### config.mk
export PLATFORM = sky130hd
export DESIGN_NAME = prot_table
export DESIGN_NICKNAME = d
export VERILOG_FILES = /design/src/rtl/prot_pkg.sv /design/src/rtl/prot_merge_ctrl.sv /design/src/rtl/prot_table_store.sv /design/src/rtl/prot_lookup.sv /design/src/rtl/prot_table.sv
export SDC_FILE = /design/constraint.sdc
export NUM_CORES = 1
export LEC_CHECK = 0
export BUFFER_PORTS_ARGS = -buffer_cell sky130_fd_sc_hd__buf_2
export CAP_MARGIN = 20
export CORE_MARGIN = 4
export CORE_UTILIZATION = 51
export CTS_BUF_LIST = sky130_fd_sc_hd__clkbuf_4 sky130_fd_sc_hd__clkbuf_8
export DETAILED_ROUTE_END_ITERATION = 16
export PLACE_DENSITY = 0.66
export SLEW_MARGIN = 20
export SYNTH_ARGS = -nofsm -noshare
export SYNTH_HDL_FRONTEND = slang
export SYNTH_SLANG_ARGS = --single-unit
### constraint.sdc
create_clock -name clk -period 3.22 [get_ports clk]
set_clock_uncertainty 0.05 [all_clocks]
set_input_delay 0.644 -clock clk [delete_from_list [all_inputs] [get_ports clk]]
set_output_delay 0.644 -clock clk [all_outputs]
set_load 0.03 [all_outputs]
### src/rtl/prot_pkg.sv
package prot_pkg;

    localparam int LVL_W  = 2;
    localparam int PERM_W = 4;

    // Permission flag positions on the lookup port
    localparam int PERM_LIB_RD = 0;
    localparam int PERM_EXT_RD = 1;
    localparam int PERM_EXT_WR = 2;
    localparam int PERM_INT_WR = 3;

    typedef enum logic [LVL_W-1:0] {
        LVL_OPEN    = 2'b00,
        LVL_NO_READ = 2'b01,
        LVL_NO_XWR  = 2'b10,
        LVL_LOCKED  = 2'b11
    } prot_lvl_e;

    // Lowest level at which a right is withdrawn
    function automatic int strip_level(input int right);
        case (right)
            PERM_LIB_RD: return int'(LVL_NO_READ);
            PERM_EXT_RD: return int'(LVL_NO_READ);
            PERM_EXT_WR: return int'(LVL_NO_XWR);
            default:     return int'(LVL_LOCKED);
        endcase
    endfunction

endpackage

### src/rtl/prot_merge_ctrl.sv
module prot_merge_ctrl #(
    parameter int                  TABLE_BYTES = 64,
    parameter int                  SADDR_W     = 8,
    parameter logic [SADDR_W-1:0]  SRC_BASE    = 8'h80,
    localparam int                 IDX_W       = $clog2(TABLE_BYTES)
) (
    input  logic               clk,
    input  logic               rst_n,
    input  logic               clr_i,
    input  logic               upd_valid_i,
    output logic               wr_en_o,
    output logic [IDX_W-1:0]   wr_idx_o,
    output logic [SADDR_W-1:0] src_addr_o,
    output logic               done_o
);

    localparam logic [IDX_W-1:0] LAST_IDX = IDX_W'(TABLE_BYTES - 1);

    typedef struct packed {
        logic [IDX_W-1:0] idx;
        logic             done;
    } ctrl_t;

    ctrl_t st_d, st_q;

    always_comb begin
        st_d      = st_q;
        st_d.done = 1'b0;
        if (clr_i) begin
            st_d.idx = '0;
        end else if (upd_valid_i) begin
            if (st_q.idx == LAST_IDX) begin
                st_d.idx  = '0;
                st_d.done = 1'b1;
            end else begin
                st_d.idx = st_q.idx + 1'b1;
            end
        end
    end

    always_ff @(posedge clk or negedge rst_n) begin
        if (!rst_n) begin
            st_q <= '0;
        end else begin
            st_q <= st_d;
        end
    end

    assign wr_en_o    = upd_valid_i & ~clr_i;
    assign wr_idx_o   = st_q.idx;
    assign src_addr_o = SRC_BASE + SADDR_W'(st_q.idx);
    assign done_o     = st_q.done;

endmodule

### src/rtl/prot_table_store.sv
module prot_table_store #(
    parameter int  TABLE_BYTES = 64,
    parameter int  BYTE_W      = 8,
    localparam int IDX_W       = $clog2(TABLE_BYTES)
) (
    input  logic                                  clk,
    input  logic                                  rst_n,
    input  logic                                  clr_i,
    input  logic                                  wr_en_i,
    input  logic [IDX_W-1:0]                      wr_idx_i,
    input  logic [BYTE_W-1:0]                     wr_data_i,
    output logic [TABLE_BYTES-1:0][BYTE_W-1:0]    table_o
);

    logic [BYTE_W-1:0] tab_d [TABLE_BYTES];
    logic [BYTE_W-1:0] tab_q [TABLE_BYTES];

    for (genvar g = 0; g < TABLE_BYTES; g++) begin : g_byte
        logic hit;
        assign hit = wr_en_i && (wr_idx_i == IDX_W'(g));

        always_comb begin
            tab_d[g] = tab_q[g];
            if (clr_i) begin
                tab_d[g] = '0;
            end else if (hit) begin
                tab_d[g] = tab_q[g] | wr_data_i;
            end
        end

        assign table_o[g] = tab_q[g];
    end

    always_ff @(posedge clk or negedge rst_n) begin
        if (!rst_n) begin
            for (int i = 0; i < TABLE_BYTES; i++) begin
                tab_q[i] <= '0;
            end
        end else begin
            tab_q <= tab_d;
        end
    end

endmodule

### src/rtl/prot_lookup.sv
module prot_lookup
    import prot_pkg::*;
#(
    parameter int  NUM_BLOCKS  = 256,
    parameter int  BYTE_W      = 8,
    localparam int PER_BYTE    = BYTE_W / LVL_W,
    localparam int TABLE_BYTES = NUM_BLOCKS / PER_BYTE,
    localparam int BLK_W       = $clog2(NUM_BLOCKS),
    localparam int SLOT_W      = $clog2(PER_BYTE),
    localparam int IDX_W       = BLK_W - SLOT_W
) (
    input  logic [TABLE_BYTES-1:0][BYTE_W-1:0] table_i,
    input  logic [BLK_W-1:0]                   blk_i,
    output logic [LVL_W-1:0]                   level_o,
    output logic [PERM_W-1:0]                  perm_o
);

    logic [IDX_W-1:0]  idx;
    logic [SLOT_W-1:0] slot;
    logic [BYTE_W-1:0] sel;

    assign idx  = blk_i[BLK_W-1:SLOT_W];
    assign slot = blk_i[SLOT_W-1:0];

    always_comb begin
        sel     = table_i[idx];
        level_o = sel[slot*LVL_W +: LVL_W];
    end

    for (genvar r = 0; r < PERM_W; r++) begin : g_right
        localparam logic [LVL_W-1:0] THR = LVL_W'(strip_level(r));
        assign perm_o[r] = (level_o < THR);
    end

endmodule

### src/rtl/prot_table.sv
module prot_table
    import prot_pkg::*;
#(
    parameter int                 NUM_BLOCKS = 256,
    parameter int                 BYTE_W     = 8,
    parameter int                 SADDR_W    = 8,
    parameter logic [SADDR_W-1:0] SRC_BASE   = 8'h80,
    localparam int                PER_BYTE    = BYTE_W / LVL_W,
    localparam int                TABLE_BYTES = NUM_BLOCKS / PER_BYTE,
    localparam int                BLK_W       = $clog2(NUM_BLOCKS),
    localparam int                IDX_W       = $clog2(TABLE_BYTES)
) (
    input  logic               clk,
    input  logic               rst_n,
    input  logic               clr_i,
    input  logic               upd_valid_i,
    input  logic [BYTE_W-1:0]  upd_data_i,
    output logic [SADDR_W-1:0] src_addr_o,
    output logic               done_o,
    input  logic [BLK_W-1:0]   lk_block_i,
    output logic [LVL_W-1:0]   lk_level_o,
    output logic [PERM_W-1:0]  lk_perm_o
);

    logic                               wr_en;
    logic [IDX_W-1:0]                   wr_idx;
    logic [TABLE_BYTES-1:0][BYTE_W-1:0] table_bytes;

    prot_merge_ctrl #(
        .TABLE_BYTES (TABLE_BYTES),
        .SADDR_W     (SADDR_W),
        .SRC_BASE    (SRC_BASE)
    ) u_ctrl (
        .clk         (clk),
        .rst_n       (rst_n),
        .clr_i       (clr_i),
        .upd_valid_i (upd_valid_i),
        .wr_en_o     (wr_en),
        .wr_idx_o    (wr_idx),
        .src_addr_o  (src_addr_o),
        .done_o      (done_o)
    );

    prot_table_store #(
        .TABLE_BYTES (TABLE_BYTES),
        .BYTE_W      (BYTE_W)
    ) u_store (
        .clk       (clk),
        .rst_n     (rst_n),
        .clr_i     (clr_i),
        .wr_en_i   (wr_en),
        .wr_idx_i  (wr_idx),
        .wr_data_i (upd_data_i),
        .table_o   (table_bytes)
    );

    prot_lookup #(
        .NUM_BLOCKS (NUM_BLOCKS),
        .BYTE_W     (BYTE_W)
    ) u_lookup (
        .table_i (table_bytes),
        .blk_i   (lk_block_i),
        .level_o (lk_level_o),
        .perm_o  (lk_perm_o)
    );

endmodule

==> results_dict.tcl <==
set metrics [dict create \
    place.gp.congestion 0.9389 \
    drtAntennaViolNets 0 \
    die_height_um 221.9 \
    seq_area_frac_synth_pct 55.64 \
    top_usage_layer "met2" \
    synth_area_leaders "dfrtp_1, a21oi_1, nor2_1" \
    fmax_ghz 0.2698 \
    worstSkewPairLatency_ns 0.69 \
    vias_per_cell 6.097 \
    grt_max_degree 177 \
    synth-edff-count 0 \
    n_fill_cell 3760 \
    worst_slack_ns -0.4864 \
    dp_hpwl_mm 45.22 \
    antenna_found_initial 2 \
    p_leak_nw 12.48 \
    ctsRootBufferMaster "clkbuf_8" \
    worstRegToRegCells 5 \
    std_cell_rows 78 \
    final_nets 2420 \
    relSlewSlack_pct 38.64 \
    numCtsBuffers 86 \
    final_hold_viol_count 0 \
    start_kind "primary input" \
    port_buffers 32 \
    powerDensity_nw_per_um2 506.6 \
    status "complete, but fails checks" \
    drive_gt1_share_pct 21.07 \
    htree_levels 3 \
    io_pins 35 \
    worstHoldPathCells 2 \
    synth_top_area_cell "dfrtp_1" \
    dp.cells 2895 \
    route.detailed.drc 0 \
    worstMarginPinSlew_ns 0.9169 \
    peakVddDrop_mv 0.4677 \
    cp_max_fo 14 \
    worstPathRequired_ns 2.53 \
    synth_top_cell_area_share_pct 55.64 \
    dr.pass1.iters 5 \
    cts_tree "built" \
    initial_core_util_pct 51.54 \
    grt_pass1_vias 18470 \
    cp.arrival_ns 3.01 \
    timing.final.crit_share_pct 115.1 \
    syn-num-nets 2273 \
    drv_slew 0 \
    synthMostInstantiatedCell "nor2_1" \
    dieArea_sq_um 49250 \
    rsz0062_at_grt "yes" \
    finalPower_mw 13.91 \
    vias 18690 \
    overflow 0 \
    fin_util_pct 60.64 \
    period_needed_ns 3.706 \
    area_growth_pct 17.65 \
    setup_violations 6 \
    wl_mm 70.61 \
    grt.met1_usage_pct 40.28 \
    ys_ff_latch 519 \
    first_iter_violations 1960 \
    avgSynthCellArea_sq_um 10.38 \
    max-clock-path-buffers 3 \
    coreArea_sq_um 45280 \
    synth_area_sq_um 23340 \
    numClockSinks 519 \
    violations "negative setup slack" \
    hold_path_class "in2reg" \
    path_clk_slew_ns 0.05 \
    synth_common_cells "nor2_1, dfrtp_1, a21oi_1, clkbuf_1, nand2_1" \
    synth_top_flop_cell "dfrtp_1" \
    ys_types 55 \
    endpoint_kind "output pin" \
    drt-wirelength-per-cell_um 23.04 \
    die_w_um 221.9 \
    pre_cts_ws_ns -0.5703 \
    critPathKind "in2out" \
    grt_pass1_wl_mm 109.3 \
    drv_cap 0 \
    synth-async-reset-ratio_pct 100.0 \
    grt_usage_pct 28.33 \
    grt_use_met3_pct 5.931 \
    use_met2_pct 43.98 \
    fin_cells 3065 \
    ys_warn_count 0 \
    syn_inst 2249 \
]
critical path, cell delays in order:
cell and delay (ns):
buf_16 0.17, buf_16 0.19, buf_4 0.19, mux4_2 0.52
a32oi_1 0.19, o311ai_1 0.19, a21o_1 0.25, o2111ai_1 0.13
o32ai_4 0.20, nor2_4 0.16, buf_6 0.14
report_power, final:
group	total [mW]	internal [mW]	switching, mW	leakage, nW
clock	6.29	3.56	2.74	1.02
sequential	6.55	6.54	0.0100	7.25
combinational	1.07	0.340	0.733	4.21
total	13.9	10.4	3.48	12.5
worst paths after layout:
path / start / end / slack [ns]
max: lk_block_i[2] / lk_perm_o[1] / -0.49
min: clr_i / u_store.table_o[381]$_DFFE_PN0P_ / 0.22
max reg2reg: u_ctrl.wr_idx_o[0]$_DFFE_PN0P_ / u_store.table_o[218]$_DFFE_PN0P_ / 0.94
min reg2reg: u_store.table_o[410]$_DFFE_PN0P_ / u_store.table_o[410]$_DFFE_PN0P_ / 0.44
max in group asynchronous: rst_n / u_store.table_o[347]$_DFFE_PN0P_ / 1.66
min in group asynchronous: rst_n / u_store.table_o[151]$_DFFE_PN0P_ / 0.44
logic make-up (layout without fill, tap and decap cells):
group / Yosys count / in the layout / synth area share (%)
and+or+nand+nor: 698 / 698 / 11.83
DFF: 519 / 519 / 55.64
adders and majority gates: 4 / 4 / 0.2144
AOI/OAI and AO/OA: 623 / 623 / 14.48
xor gates and xnor gates: 3 / 3 / 0.1126
muxes: 161 / 161 / 12.77
buffers and inverters: 239 / 453 / 4.921
other: 2 / 4 / 0.03217
registers in the layout (all words and copies together), names as in the netlist:
signal           flops
u_ctrl.done_o        1
u_ctrl.wr_idx_o      6
u_store.table_o    512
layout make-up:
type / instances / area (sq um) / area share [%]
well taps: 600 / 750.7 / 2.734
repair buffers: 231 / 2138 / 7.787
clock buffers: 143 / 1812 / 6.597
multi-input cells: 1491 / 9433 / 34.35
clock inverters: 12 / 83.83 / 0.3053
diodes: 2 / 5.005 / 0.01822
inverters: 67 / 251.5 / 0.9158
flip-flops and latches: 519 / 12990 / 47.29
cell usage in the layout (no fill, tap or decap), drive strengths merged, types with 6 or more instances in the layout:
cell and n:
mux2 8, nand2b 6, nor3 13, o22ai 16, o21ai 71, nand3 8, inv 69, nor2 532
buf 229, mux2i 50, clkbuf 144, nor2b 9, dfrtp 519, clkinv 10, o221ai 20, mux4 103
a22oi 14, a21oi 471, nand2 107
per-layer routing:
layer  up-vias  share of wire, %
li1       8118                 -
met1      9508                42
met2       897                47
met3       165               8.1
met4         0               3.6
met5         -                 0
timing repair:
action | 4_1_cts | 5_1_grt
pin swaps | 0 | 13
gates cloned | 0 | 1
hold buffers | 1 | 0
buffers inserted | 5 | 6
setup endpoints to repair | 6 | 6
resized for setup | 22 | 44
hold endpoints to repair | 38 | 0
through the flow:
step	cell area (sq um)	hold WS (ns)	setup TNS (ns)
global placement	25160	0.4162	-3.166
detailed placement	25160	0.4270	-3.217
global route	27460	0.1975	-2.966
finish	27460	0.2216	-2.459
floorplan	23390	0.2984	-0.9300
CTS	27170	0.1670	-2.750
Note: power is estimated with default switching activity, not from simulation.
